**src/rtl/dma_arb_pkg.sv**
```systemverilog
package dma_arb_pkg;
  localparam int NCH   = 2;
  localparam int TMR_W = 8;

  typedef enum logic [1:0] {
    PRI_ALT  = 2'd0,
    PRI_CH0  = 2'd1,
    PRI_CH1  = 2'd2,
    PRI_ALT3 = 2'd3
  } pri_mode_e;

  typedef struct packed {
    logic [TMR_W-1:0] hold_lim;
    logic [TMR_W-1:0] cool_len;
    logic             hold_en;
    logic             cool_en;
    logic             breq_en;
    pri_mode_e        pri;
    logic             gate_ext;
  } arb_cfg_t;

  function automatic arb_cfg_t unpack_cfg(input logic [31:0] w);
    arb_cfg_t c;
    c.hold_lim = w[7:0];
    c.cool_len = w[15:8];
    c.hold_en  = w[16];
    c.cool_en  = w[17];
    c.breq_en  = w[18];
    c.pri      = pri_mode_e'(w[20:19]);
    c.gate_ext = w[27];
    return c;
  endfunction
endpackage

```
**src/rtl/dma_arb_pick.sv**
```systemverilog
module dma_arb_pick
  import dma_arb_pkg::*;
(
  input  logic [NCH-1:0] elig_i,
  input  pri_mode_e      pri_i,
  input  logic           last_i,
  output logic           vld_o,
  output logic           idx_o
);
  always_comb begin
    vld_o = |elig_i;
    unique case (elig_i)
      2'b01:   idx_o = 1'b0;
      2'b10:   idx_o = 1'b1;
      2'b11: begin
        unique case (pri_i)
          PRI_CH0: idx_o = 1'b0;
          PRI_CH1: idx_o = 1'b1;
          default: idx_o = ~last_i;
        endcase
      end
      default: idx_o = 1'b0;
    endcase
  end
endmodule

```
**src/rtl/dma_arb_cool.sv**
```systemverilog
module dma_arb_cool #(
  parameter int W = 8
) (
  input  logic         clk,
  input  logic         rst_n,
  input  logic         load_i,
  input  logic [W-1:0] len_i,
  output logic         busy_o
);
  logic [W-1:0] cnt_q;

  always_ff @(posedge clk) begin
    if (!rst_n)              cnt_q <= '0;
    else if (load_i)         cnt_q <= len_i;
    else if (cnt_q != '0)    cnt_q <= cnt_q - 1'b1;
  end

  assign busy_o = (cnt_q != '0);
endmodule

```
**src/rtl/dma_arb_hold.sv**
```systemverilog
module dma_arb_hold #(
  parameter int W = 8
) (
  input  logic         clk,
  input  logic         rst_n,
  input  logic         start_i,
  input  logic         adv_i,
  input  logic [W-1:0] lim_i,
  output logic         expire_o
);
  logic [W-1:0] cnt_q;

  always_ff @(posedge clk) begin
    if (!rst_n)       cnt_q <= '0;
    else if (start_i) cnt_q <= '0;
    else if (adv_i)   cnt_q <= cnt_q + 1'b1;
  end

  assign expire_o = adv_i && (cnt_q == lim_i);
endmodule

```
**src/rtl/dma_bus_arb.sv**
```systemverilog
module dma_bus_arb
  import dma_arb_pkg::*;
(
  input  logic           clk,
  input  logic           rst_n,
  input  logic [31:0]    cfg_i,
  input  logic [NCH-1:0] req_i,
  input  logic           ext_req_i,
  output logic [NCH-1:0] gnt_o,
  output logic           bus_req_o
);
  arb_cfg_t       cfg;
  logic [NCH-1:0] gnt_q;
  logic           last_q;
  logic           owned, own_idx, adv, expire, release_now, take;
  logic           pick_vld, pick_idx;
  logic [NCH-1:0] busy, elig;
  logic           unused_cfg;

  assign cfg        = unpack_cfg(cfg_i);
  assign unused_cfg = ^{cfg_i[31:28], cfg_i[26:21]};

  assign owned       = |gnt_q;
  assign own_idx     = gnt_q[1];
  assign adv         = owned && cfg.hold_en && (!cfg.gate_ext || ext_req_i);
  assign release_now = owned && (!req_i[own_idx] || expire);
  assign take        = !owned && pick_vld;

  genvar gi;
  generate
    for (gi = 0; gi < NCH; gi++) begin : g_ch
      dma_arb_cool #(.W(TMR_W)) u_cool (
        .clk    (clk),
        .rst_n  (rst_n),
        .load_i (release_now && (own_idx == gi[0])),
        .len_i  (cfg.cool_en ? cfg.cool_len : '0),
        .busy_o (busy[gi])
      );
      assign elig[gi] = req_i[gi] && !busy[gi];


      cool_blocks_chk: assert property (@(posedge clk) disable iff (!rst_n)
        busy[gi] |-> !gnt_q[gi]);


      drop_release_chk: assert property (@(posedge clk) disable iff (!rst_n)
        (gnt_q[gi] && !req_i[gi]) |=> !gnt_q[gi]);
    end
  endgenerate

  dma_arb_hold #(.W(TMR_W)) u_hold (
    .clk      (clk),
    .rst_n    (rst_n),
    .start_i  (take),
    .adv_i    (adv),
    .lim_i    (cfg.hold_lim),
    .expire_o (expire)
  );

  dma_arb_pick u_pick (
    .elig_i (elig),
    .pri_i  (cfg.pri),
    .last_i (last_q),
    .vld_o  (pick_vld),
    .idx_o  (pick_idx)
  );

  always_ff @(posedge clk) begin
    if (!rst_n) begin
      gnt_q  <= '0;
      last_q <= 1'b1;
    end else if (release_now) begin
      gnt_q  <= '0;
    end else if (take) begin
      gnt_q  <= pick_idx ? 2'b10 : 2'b01;
      last_q <= pick_idx;
    end
  end

  assign gnt_o     = gnt_q;
  assign bus_req_o = cfg.breq_en && owned;


  gnt_onehot_chk: assert property (@(posedge clk) disable iff (!rst_n)
    $onehot0(gnt_q));


  no_handover_chk: assert property (@(posedge clk) disable iff (!rst_n)
    owned |=> (gnt_q == $past(gnt_q) || gnt_q == '0));


  fixed_ch0_chk: assert property (@(posedge clk) disable iff (!rst_n)
    (!owned && elig == 2'b11 && cfg.pri == PRI_CH0) |=> gnt_q == 2'b01);


  fixed_ch1_chk: assert property (@(posedge clk) disable iff (!rst_n)
    (!owned && elig == 2'b11 && cfg.pri == PRI_CH1) |=> gnt_q == 2'b10);
endmodule

```
**config.mk**
```make
export PLATFORM = sky130hd
export DESIGN_NAME = dma_bus_arb
export DESIGN_NICKNAME = d
export VERILOG_FILES = /design/src/rtl/dma_arb_pkg.sv /design/src/rtl/dma_arb_pick.sv /design/src/rtl/dma_arb_cool.sv /design/src/rtl/dma_arb_hold.sv /design/src/rtl/dma_bus_arb.sv
export SDC_FILE = /design/constraint.sdc
export NUM_CORES = 1
export LEC_CHECK = 0
export ABC_CLOCK_PERIOD_IN_PS = 2300
export BUFFER_PORTS_ARGS = -buffer_cell sky130_fd_sc_hd__buf_2
export CAP_MARGIN = 20
export CORE_MARGIN = 10
export CORE_UTILIZATION = 35
export CTS_BUF_LIST = sky130_fd_sc_hd__clkbuf_8 sky130_fd_sc_hd__clkbuf_16
export DETAILED_ROUTE_END_ITERATION = 8
export PLACE_DENSITY_LB_ADDON = 0.08
export SYNTH_ARGS = -nofsm -noshare
export SYNTH_HDL_FRONTEND = slang
export SYNTH_SLANG_ARGS = --single-unit
```
**constraint.sdc**
```tcl
create_clock -name clk -period 2.3 [get_ports clk]
set_input_delay 0.46 -clock clk [delete_from_list [all_inputs] [get_ports clk]]
set_output_delay 0.46 -clock clk [all_outputs]
set_load 0.005 [all_outputs]
```
# Yosys cells after proc, flatten, opt, wreduce, memory -nomap -nowiden
# Index checks and enable logic that the tools add are counted.
# totals
input_bits,37
reg_bits,27
word_cells,54
# classes
n_lt_le_gt_ge,1
bitwise_logic,4
mux,10
addsub,3
n_reduce_logical,26
eq_ne,5
# op_table
operator,count
8-bit 2-to-1 mux,5
8-bit nonzero test,2
"8-bit by 1-bit subtractor with 8-bit output, second input constant",2
1-bit logical AND,10
"8-bit by 1-bit adder with 8-bit output, second input constant",1
8-bit == test,1
2-bit OR reduction,4
"2-bit == test, second input constant",3
1-bit logical NOT,5
1-bit NOT,4
1-bit case mux with 2 select lines,2
2-bit nonzero test,2
"2-bit by 1-bit == test with 1-bit output, second input constant",1
1-bit logical OR,2
"1-bit by 2-bit < comparator with 1-bit output, second input constant",1
1-bit 2-to-1 mux,2
2-bit 2-to-1 mux,1
2-bit AND reduction,1

# Logic depth before layout (Yosys ltp)
# Gate-level depths: netlist of run 1.
# logic_depth
word_depth,8
ltp_mapped,7
mapped_depth_nobuf,7

# Hierarchy
# A second synthesis of run 1 with hierarchy kept.
# unflattened
cells_unflattened,198
area_unflattened_um2,1707.9
# by_module_without_submodules
module,area_per_inst_um2,n_inst,cells_each,seq_area_each_um2
dma_arb_cool,480.5,2,54,160.2
dma_arb_hold,432.9,1,50,160.2
dma_bus_arb,269.0,1,33,60.1
dma_arb_pick,45.0,1,7,0.0

# Worst setup path before layout of run 1
# OpenSTA, ideal clock, no wires.
# synth_path
path_type,reg2reg
startpoint,register g_ch[1].u_cool.cnt_q[0]
endpoint,register last_q
slack_ns,0.377
arrival_time_ns,1.800
period_less_slack_ns,1.923
required_time_ns,2.178
n_path_buf,0
stages_incl_launch_ff,8
cell_sequence,dfxtp_1 -> inv_1 -> ha_1 -> or3b_2 -> or3_1 -> a21o_1 -> a21oi_1 -> o31ai_1
# synth_between
elab_chain_cells,6
# synth_rtl
item,line_no,source
from (decl),dma_arb_cool.sv:10,logic [W-1:0] cnt_q;
from (signal assigned),dma_arb_cool.sv:14,else if (load_i) cnt_q <= len_i;
from (signal assigned),dma_arb_cool.sv:15,else if (cnt_q != '0) cnt_q <= cnt_q - 1'b1;
8-bit nonzero test (*),dma_arb_cool.sv:18,assign busy_o = (cnt_q != '0);
1-bit logical NOT (*),dma_bus_arb.sv:39,assign elig[gi] = req_i[gi] && !busy[gi];
1-bit logical AND (*),dma_bus_arb.sv:39,
"parallel branches: the longest is 3 deep, another holds 2-bit == test",-,
to (signal assigned),dma_bus_arb.sv:76,last_q <= pick_idx;
to (decl),dma_bus_arb.sv:14,logic last_q;
# Every way passes the cells marked *.
# A chain may end at the register's enable or synchronous reset.

# Worst setup path in the final report of run 1
# layout_path
startpoint,register g_ch[1].u_cool.cnt_q[0]
endpoint,register gnt_q[1] (netlist: gnt_o[1])
# layout_between
elab_chain_cells,6
# layout_rtl
item,line_no,source
8-bit nonzero test (*),dma_arb_cool.sv:18,
1-bit logical NOT (*),dma_bus_arb.sv:39,
1-bit logical AND (*),dma_bus_arb.sv:39,
2-bit == test,dma_arb_pick.sv:12,unique case (elig_i)
1-bit case mux with 2 select lines,dma_arb_pick.sv:12,
2-bit 2-to-1 mux,dma_bus_arb.sv:75,gnt_q <= pick_idx ? 2'b10 : 2'b01;
to (signal assigned),dma_bus_arb.sv:75,
to (decl),dma_bus_arb.sv:13,logic [NCH-1:0] gnt_q;
# Mark *: on every way between the ends. The rest lies on a longest branch, timed or not.

==> impl_metrics.xml, run 1 <==
<?xml version="1.0" encoding="UTF-8"?>
<metrics>
  <group name="critical_path">
    <metric name="timing.critical_path.slowest_cell_delay" unit="ns">0.52</metric>
    <metric name="r2r_cells" unit="">6</metric>
    <metric name="critical_path_required" unit="ns">2.50</metric>
    <metric name="cell_family_with_the_largest_share_of_critical_path_delay" unit="">simple AND/OR/NAND/NOR gates</metric>
    <metric name="r2r_start" unit="">g_ch[1].u_cool.cnt_q[0]</metric>
    <metric name="regToRegEndpoint" unit="">gnt_o[1]</metric>
    <metric name="crit_slowest_cell" unit="">or3b_2</metric>
    <metric name="reg2reg_setup_slack" unit="ns">0.18</metric>
    <metric name="crit_fanout" unit="">6</metric>
    <metric name="critical_path.startpoint" unit="">g_ch[1].u_cool.cnt_q[0]</metric>
    <metric name="worstSetupPathType" unit="">reg -&gt; reg</metric>
    <metric name="arrival" unit="ns">2.32</metric>
    <metric name="end_kind" unit="">flip-flop</metric>
    <metric name="worstPathBufferInverterCount" unit="">1</metric>
    <metric name="cp_cell_sequence" unit="">inv_1 &gt; ha_1 &gt; or3b_2 &gt; nor2_1 &gt; o2111ai_1 &gt; a211oi_1</metric>
    <metric name="crit_path_start_kind" unit="">flip-flop</metric>
  </group>
  <group name="placement">
    <metric name="gpl.final_weighted_congestion" unit="">0.8376</metric>
    <metric name="hpwl" unit="um">3206</metric>
    <metric name="portBuffers" unit="">29</metric>
    <metric name="placedCellCount" unit="">273</metric>
  </group>
  <group name="grt">
    <metric name="number_of_global_route_vias_before_repair" unit="">1467</metric>
    <metric name="global_route_wire_length_before_repair" unit="um">6906</metric>
    <metric name="antenna_violations_before_repair" unit="">0</metric>
    <metric name="gr-total-overflow" unit="">0</metric>
    <metric name="grt.total_usage" unit="">0.1089</metric>
    <metric name="pin_count_of_the_biggest_net_entering_global_routing" unit="">23</metric>
  </group>
  <group name="cts">
    <metric name="cts.sinks" unit="">27</metric>
    <metric name="root_buffer" unit="">clkbuf_8</metric>
    <metric name="post-cts-setup-buffers" unit="">0</metric>
    <metric name="clock_insertion_delay_worst_skew" unit="ns">0.28</metric>
    <metric name="clkSlewWorstSetupHoldPaths" unit="ns">0.11</metric>
    <metric name="max-clock-path-buffers" unit="">2</metric>
    <metric name="cts_htree_levels" unit="">1</metric>
    <metric name="ctsResizeCount" unit="">0</metric>
    <metric name="cts.hold.buffers_added" unit="">0</metric>
    <metric name="tritoncts" unit="">done</metric>
    <metric name="cts_buffers" unit="">3</metric>
  </group>
  <group name="timing">
    <metric name="max_clock_freq" unit="GHz">0.4726</metric>
    <metric name="crit_share_post_route" unit="">0.9200</metric>
    <metric name="final.setup_skew" unit="ns">0.01292</metric>
    <metric name="final-max-slew-violation-count" unit="">0</metric>
    <metric name="finalSetupViolCount" unit="">0</metric>
    <metric name="fin_setup_tns" unit="ns">0</metric>
    <metric name="worst-slew-pin-transition" unit="ns">0.4484</metric>
    <metric name="period_minus_slack" unit="ns">2.116</metric>
    <metric name="timing.hold.ws" unit="ns">0.4697</metric>
    <metric name="report.final.hold_viol_count" unit="">0</metric>
    <metric name="rsz0062_at_grt" unit="">false</metric>
    <metric name="worst_slew_margin_rel" unit="">0.6999</metric>
  </group>
  <group name="synthesis">
    <metric name="ys_top_cells_by_area" unit="">dfxtp_1, mux2i_1, xnor2_1, nand3_1, xor2_1</metric>
    <metric name="syn_area" unit="sq um">1643</metric>
    <metric name="share_of_the_yosys_chip_area_belonging_to_registers" unit="">0.3290</metric>
    <metric name="mean_instance_size_in_the_synthesized_netlist" unit="sq um">8.382</metric>
    <metric name="synth-main-ff-cell" unit="">dfxtp_1</metric>
    <metric name="synth_cell_types" unit="">42</metric>
    <metric name="number_of_enable_type_register_cells_in_the_synthesized_netlist" unit="">0</metric>
    <metric name="synth-async-reset-ratio" unit="">0</metric>
    <metric name="postSynthCellCount" unit="">196</metric>
    <metric name="synth_top_area_share" unit="">0.3290</metric>
    <metric name="yosys_warnings" unit="">0</metric>
    <metric name="yosys.area.top_type" unit="">dfxtp_1</metric>
    <metric name="yosys-top-cells-count" unit="">dfxtp_1, mux2i_1, nor2_1, nand3_1, inv_1</metric>
    <metric name="post-synth-top-count-cell" unit="">dfxtp_1</metric>
    <metric name="postSynthNetCount" unit="">237</metric>
    <metric name="ys_ff_latch" unit="">27</metric>
  </group>
  <group name="pwr">
    <metric name="total_leakage_power" unit="nW">0.8064</metric>
    <metric name="ir_worst_vdd" unit="mV">0.6154</metric>
    <metric name="power.density_cell_area" unit="nW/um^2">1218</metric>
    <metric name="design_power_total" unit="mW">2.296</metric>
  </group>
  <group name="floorplan">
    <metric name="dieArea" unit="sq um">7834</metric>
    <metric name="fp.dieW" unit="um">88.51</metric>
    <metric name="design.portCount" unit="">40</metric>
    <metric name="std_cell_rows" unit="">24</metric>
    <metric name="initial_utilization" unit="">0.3697</metric>
    <metric name="fp.coreArea" unit="sq um">4444</metric>
    <metric name="die-height" unit="um">88.51</metric>
  </group>
  <group name="layout">
    <metric name="final_nets" unit="">267</metric>
    <metric name="area_growth_syn_to_layout" unit="%">14.78</metric>
    <metric name="multi_input_comb_area" unit="sq um">1018</metric>
    <metric name="antennaDiodeCount" unit="">0</metric>
    <metric name="non_filler_instance_count_after_layout" unit="">277</metric>
    <metric name="final_layout_size_suffix_gt1_frac" unit="">0.1867</metric>
    <metric name="final-seq-area" unit="sq um">540.5</metric>
    <metric name="final_core_util" unit="">0.4243</metric>
    <metric name="fillCellCount" unit="">476</metric>
  </group>
  <group name="routing">
    <metric name="route.final.wire_length" unit="um">4039</metric>
    <metric name="drtPass1Iterations" unit="">4</metric>
    <metric name="highest_layer" unit="">met4</metric>
    <metric name="detailroute.wirelength.met3" unit="um">200</metric>
    <metric name="route.detailed.drc" unit="">0</metric>
    <metric name="route.met2.wl" unit="um">1869</metric>
    <metric name="avgRoutedWirePerCell" unit="um">14.58</metric>
    <metric name="drt_iter0_markers" unit="">80</metric>
    <metric name="post_drt_via_cell_ratio" unit="">5.310</metric>
    <metric name="vias" unit="">1471</metric>
    <metric name="drt.antenna.violating_nets" unit="">0</metric>
    <metric name="wirelength_met1" unit="um">1948</metric>
  </group>
  <group name="worst_hold_path">
    <metric name="worst_hold_path.num_cells" unit="">3</metric>
    <metric name="holdCritPathClass" unit="">in -&gt; reg</metric>
    <metric name="min-delay-start" unit="">cfg_i[12]</metric>
    <metric name="worstHoldEndpoint" unit="">g_ch[1].u_cool.cnt_q[4]</metric>
  </group>
  <group name="run">
    <metric name="maxCapViolations" unit="">0</metric>
  </group>
  <group name="status">
    <metric name="outcome" unit="">completed</metric>
  </group>
</metrics>
-- cells in the final DEF (no fill, tap or decap), types with 2 or more instances in the layout --
cell type | synthesis | final
buf_2 | 1 | 29
dfxtp_1 | 27 | 27
mux2i_1 | 16 | 16
nor2_1 | 15 | 15
nand3_1 | 14 | 14
inv_1 | 12 | 12
nand2_1 | 11 | 11
xnor2_1 | 10 | 10
nand4_1 | 9 | 9
xor2_1 | 8 | 8
nor3_1 | 7 | 7
o21ai_0 | 7 | 7
a21oi_1 | 5 | 5
nand2b_1 | 5 | 5
or3_1 | 4 | 4
o31ai_1 | 4 | 4
and3_1 | 4 | 4
nor4_1 | 4 | 4
ha_1 | 4 | 4
a211oi_1 | 3 | 3
clkbuf_8 | 0 | 3
buf_4 | 1 | 3
and2_1 | 2 | 2
or4_1 | 2 | 2
-- worst min-delay path, delay by kind of cell --
kind	cells	cell delay, ns
AOI/OAI and AO/OA	1	0.07
buffers and inverters	1	0.11
and+or+nand+nor	1	0.07
-- per-stage QoR --
stage | cell area (sq um) | setup slack (ns)
6_report | 1886 | 0.1839
5_1_grt | 1886 | 0.06675
4_1_cts | 1886 | 0.1937
3_5_place_dp | 1837 | 0.2224
3_3_place_gp | 1837 | 0.2650
2_1_floorplan | 1643 | 0.3774
-- how the worst max path moves through the flow --
stage                                  to  slack [ns]  cells after the start
after floorplan                    last_q        0.38                      7
after global placement    u_hold.cnt_q[2]        0.26                      7
after detailed placement         gnt_o[1]        0.22                      6
after CTS                 u_hold.cnt_q[3]        0.19                      7
after global routing               last_q        0.07                      7
final                            gnt_o[1]        0.18                      6
-- kinds of logic (layout without fill, tap and decap cells) --
logic type | after synthesis | in the layout | share of synthesized area
compound gates | 28 | 28 | 0.1188
xor+xnor | 18 | 18 | 0.09596
fa+ha+maj | 4 | 4 | 0.03047
buf+inv | 19 | 48 | 0.05102
flops | 27 | 27 | 0.3290
mux | 17 | 17 | 0.1043
simple gates | 83 | 83 | 0.2704
-- sequential cells by signal, summed over array words and instances (netlist names) --
signal / cells
gnt_o: 2
last_q: 1
g_ch.u_cool.cnt_q: 16
u_hold.cnt_q: 8
-- layer usage --
layer	track usage	vias to the layer above
li1	-	767
met1	0.1395	679
met2	0.1768	23
met3	0.03217	2
met4	0.02203	0
met5	0	-
-- cell type report --
type,count,share of cell area
Inverter,12,0.02389
Sequential cell,27,0.2867
Multi-Input combinational cell,150,0.5401
Clock buffer,3,0.02190
Tap cell,52,0.03451
Timing Repair Buffer,32,0.08892
Clock inverter,1,0.003981
-- power by group --
group	internal [mW]	switching, mW	total [mW]
registers	0.618	0.182	0.800
clock network	0.123	0.165	0.288
logic	0.565	0.643	1.21
total	1.31	0.990	2.30
No activity file was read; power rests on OpenSTA's default activity.
==> run 2: changes to the inputs <==
--- a/config.mk
+++ b/config.mk
@@ -15,4 +15,5 @@
 export PLACE_DENSITY_LB_ADDON = 0.08
 export SYNTH_ARGS = -nofsm -noshare
 export SYNTH_HDL_FRONTEND = slang
+export SYNTH_HIERARCHICAL = 1
 export SYNTH_SLANG_ARGS = --single-unit
==> constraint.sdc (replaced) <==
create_clock -name clk -period 2.3 [get_ports clk]
set_input_delay 0.46 -clock clk [delete_from_list [all_inputs] [get_ports clk]]
set_output_delay 0.46 -clock clk [all_outputs]
set_load 0.1 [all_outputs]
==> run 2 against run 1 <==
Net effect:
- worst setup slack lost 0.15 ns
- synthesized area grew 4.0%
- cell count grew 10%
- critical path depth grew 3
- global-route usage shrank 1.4 points
- clock power shrank 2%
- routed wire length shrank 3.7%
- hold slack gained 0.0013 ns
- critical path type unchanged
- largest power group unchanged
==> impl_metrics.xml, run 2 <==
<?xml version="1.0" encoding="UTF-8"?>
<metrics>
  <group name="critical_path">
    <metric name="cell_family_with_the_largest_share_of_critical_path_delay" unit="">simple AND/OR/NAND/NOR gates</metric>
    <metric name="timing.critical_path.slowest_cell_delay" unit="ns">0.57</metric>
    <metric name="reg2reg_setup_slack" unit="ns">0.04</metric>
    <metric name="r2r_start" unit="">g_ch[0].u_cool/cnt_q[2]</metric>
    <metric name="critical_path_required" unit="ns">2.47</metric>
    <metric name="worstSetupPathType" unit="">reg -&gt; reg</metric>
    <metric name="worstPathBufferInverterCount" unit="">2</metric>
    <metric name="crit_slowest_cell" unit="">or4_4</metric>
    <metric name="regToRegEndpoint" unit="">u_hold/cnt_q[7]</metric>
    <metric name="r2r_cells" unit="">9</metric>
    <metric name="end_kind" unit="">flip-flop</metric>
    <metric name="cp_cell_sequence" unit="">or4_4 &gt; nor4b_4 &gt; inv_2 &gt; nor2b_2 &gt; or2_4 &gt; nor3b_4 &gt; nand2b_1 &gt; buf_6 &gt; a21oi_1</metric>
    <metric name="crit_path_start_kind" unit="">flip-flop</metric>
    <metric name="arrival" unit="ns">2.43</metric>
    <metric name="crit_fanout" unit="">8</metric>
  </group>
  <group name="synthesis">
    <metric name="synth_top_area_share" unit="">0.3165</metric>
    <metric name="synth-async-reset-ratio" unit="">0</metric>
    <metric name="mean_instance_size_in_the_synthesized_netlist" unit="sq um">8.626</metric>
    <metric name="yosys_warnings" unit="">6</metric>
    <metric name="yosys-top-cells-count" unit="">dfxtp_1, inv_1, xnor2_1, nand3_1, nor2_1</metric>
    <metric name="ys_ff_latch" unit="">27</metric>
    <metric name="ys_top_cells_by_area" unit="">dfxtp_1, xnor2_1, ha_1, nand3_1, and2_1</metric>
    <metric name="postSynthCellCount" unit="">198</metric>
    <metric name="post-synth-top-count-cell" unit="">dfxtp_1</metric>
    <metric name="number_of_enable_type_register_cells_in_the_synthesized_netlist" unit="">0</metric>
    <metric name="share_of_the_yosys_chip_area_belonging_to_registers" unit="">0.3165</metric>
    <metric name="synth_cell_types" unit="">42</metric>
    <metric name="postSynthNetCount" unit="">241</metric>
    <metric name="syn_area" unit="sq um">1708</metric>
    <metric name="synth-main-ff-cell" unit="">dfxtp_1</metric>
    <metric name="yosys.area.top_type" unit="">dfxtp_1</metric>
  </group>
  <group name="placement">
    <metric name="gpl.final_weighted_congestion" unit="">0.7874</metric>
    <metric name="portBuffers" unit="">29</metric>
    <metric name="placement.cell_area" unit="sq um">1999</metric>
    <metric name="hpwl" unit="um">3149</metric>
  </group>
  <group name="worst_hold_path">
    <metric name="holdCritPathClass" unit="">reg -&gt; reg</metric>
    <metric name="worst_hold_path.num_cells" unit="">2</metric>
    <metric name="worstHoldEndpoint" unit="">last_q</metric>
    <metric name="min-delay-start" unit="">last_q</metric>
  </group>
  <group name="layout">
    <metric name="fillCellCount" unit="">490</metric>
    <metric name="registers.top_by_ff_count" unit="">g_ch.u_cool/cnt_q</metric>
    <metric name="largest_register_ff_count" unit="">16</metric>
    <metric name="final_design_area_no_fill" unit="sq um">2071</metric>
    <metric name="leading_cell_types_in_the_layout_fill_and_taps_excluded" unit="">buf_2, dfxtp_1, inv_1, xnor2_1</metric>
    <metric name="area_growth_syn_to_layout" unit="%">21.25</metric>
    <metric name="final_layout_size_suffix_gt1_frac" unit="">0.2929</metric>
    <metric name="antennaDiodeCount" unit="">0</metric>
    <metric name="final_nets" unit="">283</metric>
    <metric name="most_common_library_cell_in_the_layout_ignoring_fill_and_taps" unit="">buf_2</metric>
  </group>
  <group name="routing">
    <metric name="avgRoutedWirePerCell" unit="um">12.71</metric>
    <metric name="drt.antenna.violating_nets" unit="">0</metric>
    <metric name="vias" unit="">1476</metric>
    <metric name="route.final.wire_length" unit="um">3889</metric>
    <metric name="route.detailed.drc" unit="">0</metric>
    <metric name="post_drt_via_cell_ratio" unit="">4.824</metric>
    <metric name="drtPass1Iterations" unit="">4</metric>
    <metric name="drt_iter0_markers" unit="">98</metric>
  </group>
  <group name="floorplan">
    <metric name="design.portCount" unit="">40</metric>
    <metric name="initial_utilization" unit="">0.3616</metric>
    <metric name="die-height" unit="um">89.86</metric>
    <metric name="std_cell_rows" unit="">25</metric>
    <metric name="dieArea" unit="sq um">8074</metric>
    <metric name="fp.dieW" unit="um">89.86</metric>
    <metric name="fp.coreArea" unit="sq um">4723</metric>
  </group>
  <group name="cts">
    <metric name="tritoncts" unit="">done</metric>
    <metric name="cts_buffers" unit="">3</metric>
    <metric name="max-clock-path-buffers" unit="">2</metric>
    <metric name="clkSlewWorstSetupHoldPaths" unit="ns">0.10</metric>
    <metric name="cts.sinks" unit="">27</metric>
    <metric name="clock_insertion_delay_worst_skew" unit="ns">0.27</metric>
    <metric name="root_buffer" unit="">clkbuf_8</metric>
    <metric name="cts_htree_levels" unit="">1</metric>
  </group>
  <group name="pwr">
    <metric name="power.density_cell_area" unit="nW/um^2">1215</metric>
    <metric name="total_leakage_power" unit="nW">0.8325</metric>
    <metric name="ir_worst_vdd" unit="mV">0.5218</metric>
  </group>
  <group name="timing">
    <metric name="worst-slew-pin-transition" unit="ns">0.4890</metric>
    <metric name="period_minus_slack" unit="ns">2.265</metric>
    <metric name="crit_share_post_route" unit="">0.9847</metric>
    <metric name="timing.hold.ws" unit="ns">0.4710</metric>
    <metric name="report.final.hold_viol_count" unit="">0</metric>
    <metric name="rsz0062_at_grt" unit="">true</metric>
    <metric name="final.setup_skew" unit="ns">0.004247</metric>
    <metric name="max_clock_freq" unit="GHz">0.4415</metric>
    <metric name="finalSetupViolCount" unit="">0</metric>
    <metric name="worst_slew_margin_rel" unit="">0.6762</metric>
    <metric name="final-max-slew-violation-count" unit="">0</metric>
  </group>
  <group name="grt">
    <metric name="number_of_global_route_vias_before_repair" unit="">1483</metric>
    <metric name="global_route_wire_length_before_repair" unit="um">6762</metric>
    <metric name="antenna_violations_before_repair" unit="">0</metric>
    <metric name="pin_count_of_the_biggest_net_entering_global_routing" unit="">26</metric>
    <metric name="gr-total-overflow" unit="">0</metric>
    <metric name="grt.total_usage" unit="">0.09538</metric>
  </group>
  <group name="run">
    <metric name="maxCapViolations" unit="">0</metric>
  </group>
  <group name="status">
    <metric name="outcome" unit="">completed</metric>
  </group>
</metrics>
-- run 2: cells by family after synthesis --
family | after synthesis | synth area share
compound gates | 37 | 0.1451
xor+xnor | 20 | 0.1026
fa+ha+maj | 6 | 0.04395
buf+inv | 24 | 0.06520
flops | 27 | 0.3165
mux | 8 | 0.05275
simple gates | 76 | 0.2740
-- run 2: per-layer routing --
layer  global-route usage  wire [um]
met4              0.03183         23
met5                    0          0
met2               0.1471       1777
met1               0.1237       1911
met3              0.02743        176
-- run 2: area by class of cell --
type / instances / area (sq um) / area share
clock buffers: 3 / 41.29 / 0.01994
clock inverters: 1 / 6.256 / 0.003021
inverters: 17 / 63.81 / 0.03082
multi-input cells: 147 / 1067 / 0.5154
flip-flops and latches: 27 / 546.8 / 0.2640
well taps: 67 / 83.83 / 0.04048
repair buffers: 44 / 261.5 / 0.1263
-- run 2: power by group --
group / leakage [nW] / switching (mW) / total, mW / internal [mW]
Clock: 0.0260 / 0.158 / 0.282 / 0.124
Combinational: 0.584 / 0.712 / 1.47 / 0.756
Sequential: 0.223 / 0.151 / 0.767 / 0.615
-- run 2: repair_timing --
item / in CTS / in global routing
pin swaps: 1 / 6
hold buffers: 0 / 0
resized for setup: 0 / 5
buffers inserted: 0 / 1
endpoints found under the setup margin: 6 / 11
-- run 2: worst max-delay path by stage --
| stage | slack, ns | start | end | cells after the start |
|---|---|---|---|---|
| final | 0.04 | g_ch[0].u_cool/cnt_q[2] | u_hold/cnt_q[7] | 9 |
| after global routing | -0.06 | g_ch[0].u_cool/cnt_q[2] | u_hold/cnt_q[7] | 9 |
| after CTS | 0.02 | g_ch[1].u_cool/cnt_q[4] | gnt_o[1] | 9 |
| after detailed placement | 0.01 | g_ch[0].u_cool/cnt_q[4] | u_hold/cnt_q[7] | 9 |
| after global placement | 0.06 | g_ch[0].u_cool/cnt_q[4] | gnt_o[1] | 9 |
| after floorplan | 0.006 | gnt_o[0] | g_ch[0].u_cool/cnt_q[4] | 11 |
-- run 2: worst register-to-register path, delay by kind of cell, from the launching register on --
kind	cells	cell delay [ns]
AND/OR/NAND/NOR	6	1.58
flip-flops	1	0.33
buffers and inverters	2	0.21
AO/OA/AOI/OAI	1	0.05
-- run 2: per-stage QoR --
| step | setup WS, ns | setup TNS [ns] | total power, mW | utilization | instances |
|---|---|---|---|---|---|
| floorplan | 0.005560 | 0 | 1.848 | - | 198 |
| global placement | 0.06056 | 0 | 2.194 | 0.4233 | 301 |
| detailed placement | 0.01282 | 0 | 2.223 | 0.4233 | 301 |
| CTS | 0.02017 | 0 | 2.510 | 0.4334 | 305 |
| global route | -0.06435 | -0.4386 | 2.739 | 0.4384 | 306 |
| finish | 0.03524 | 0 | 2.517 | 0.4384 | 306 |
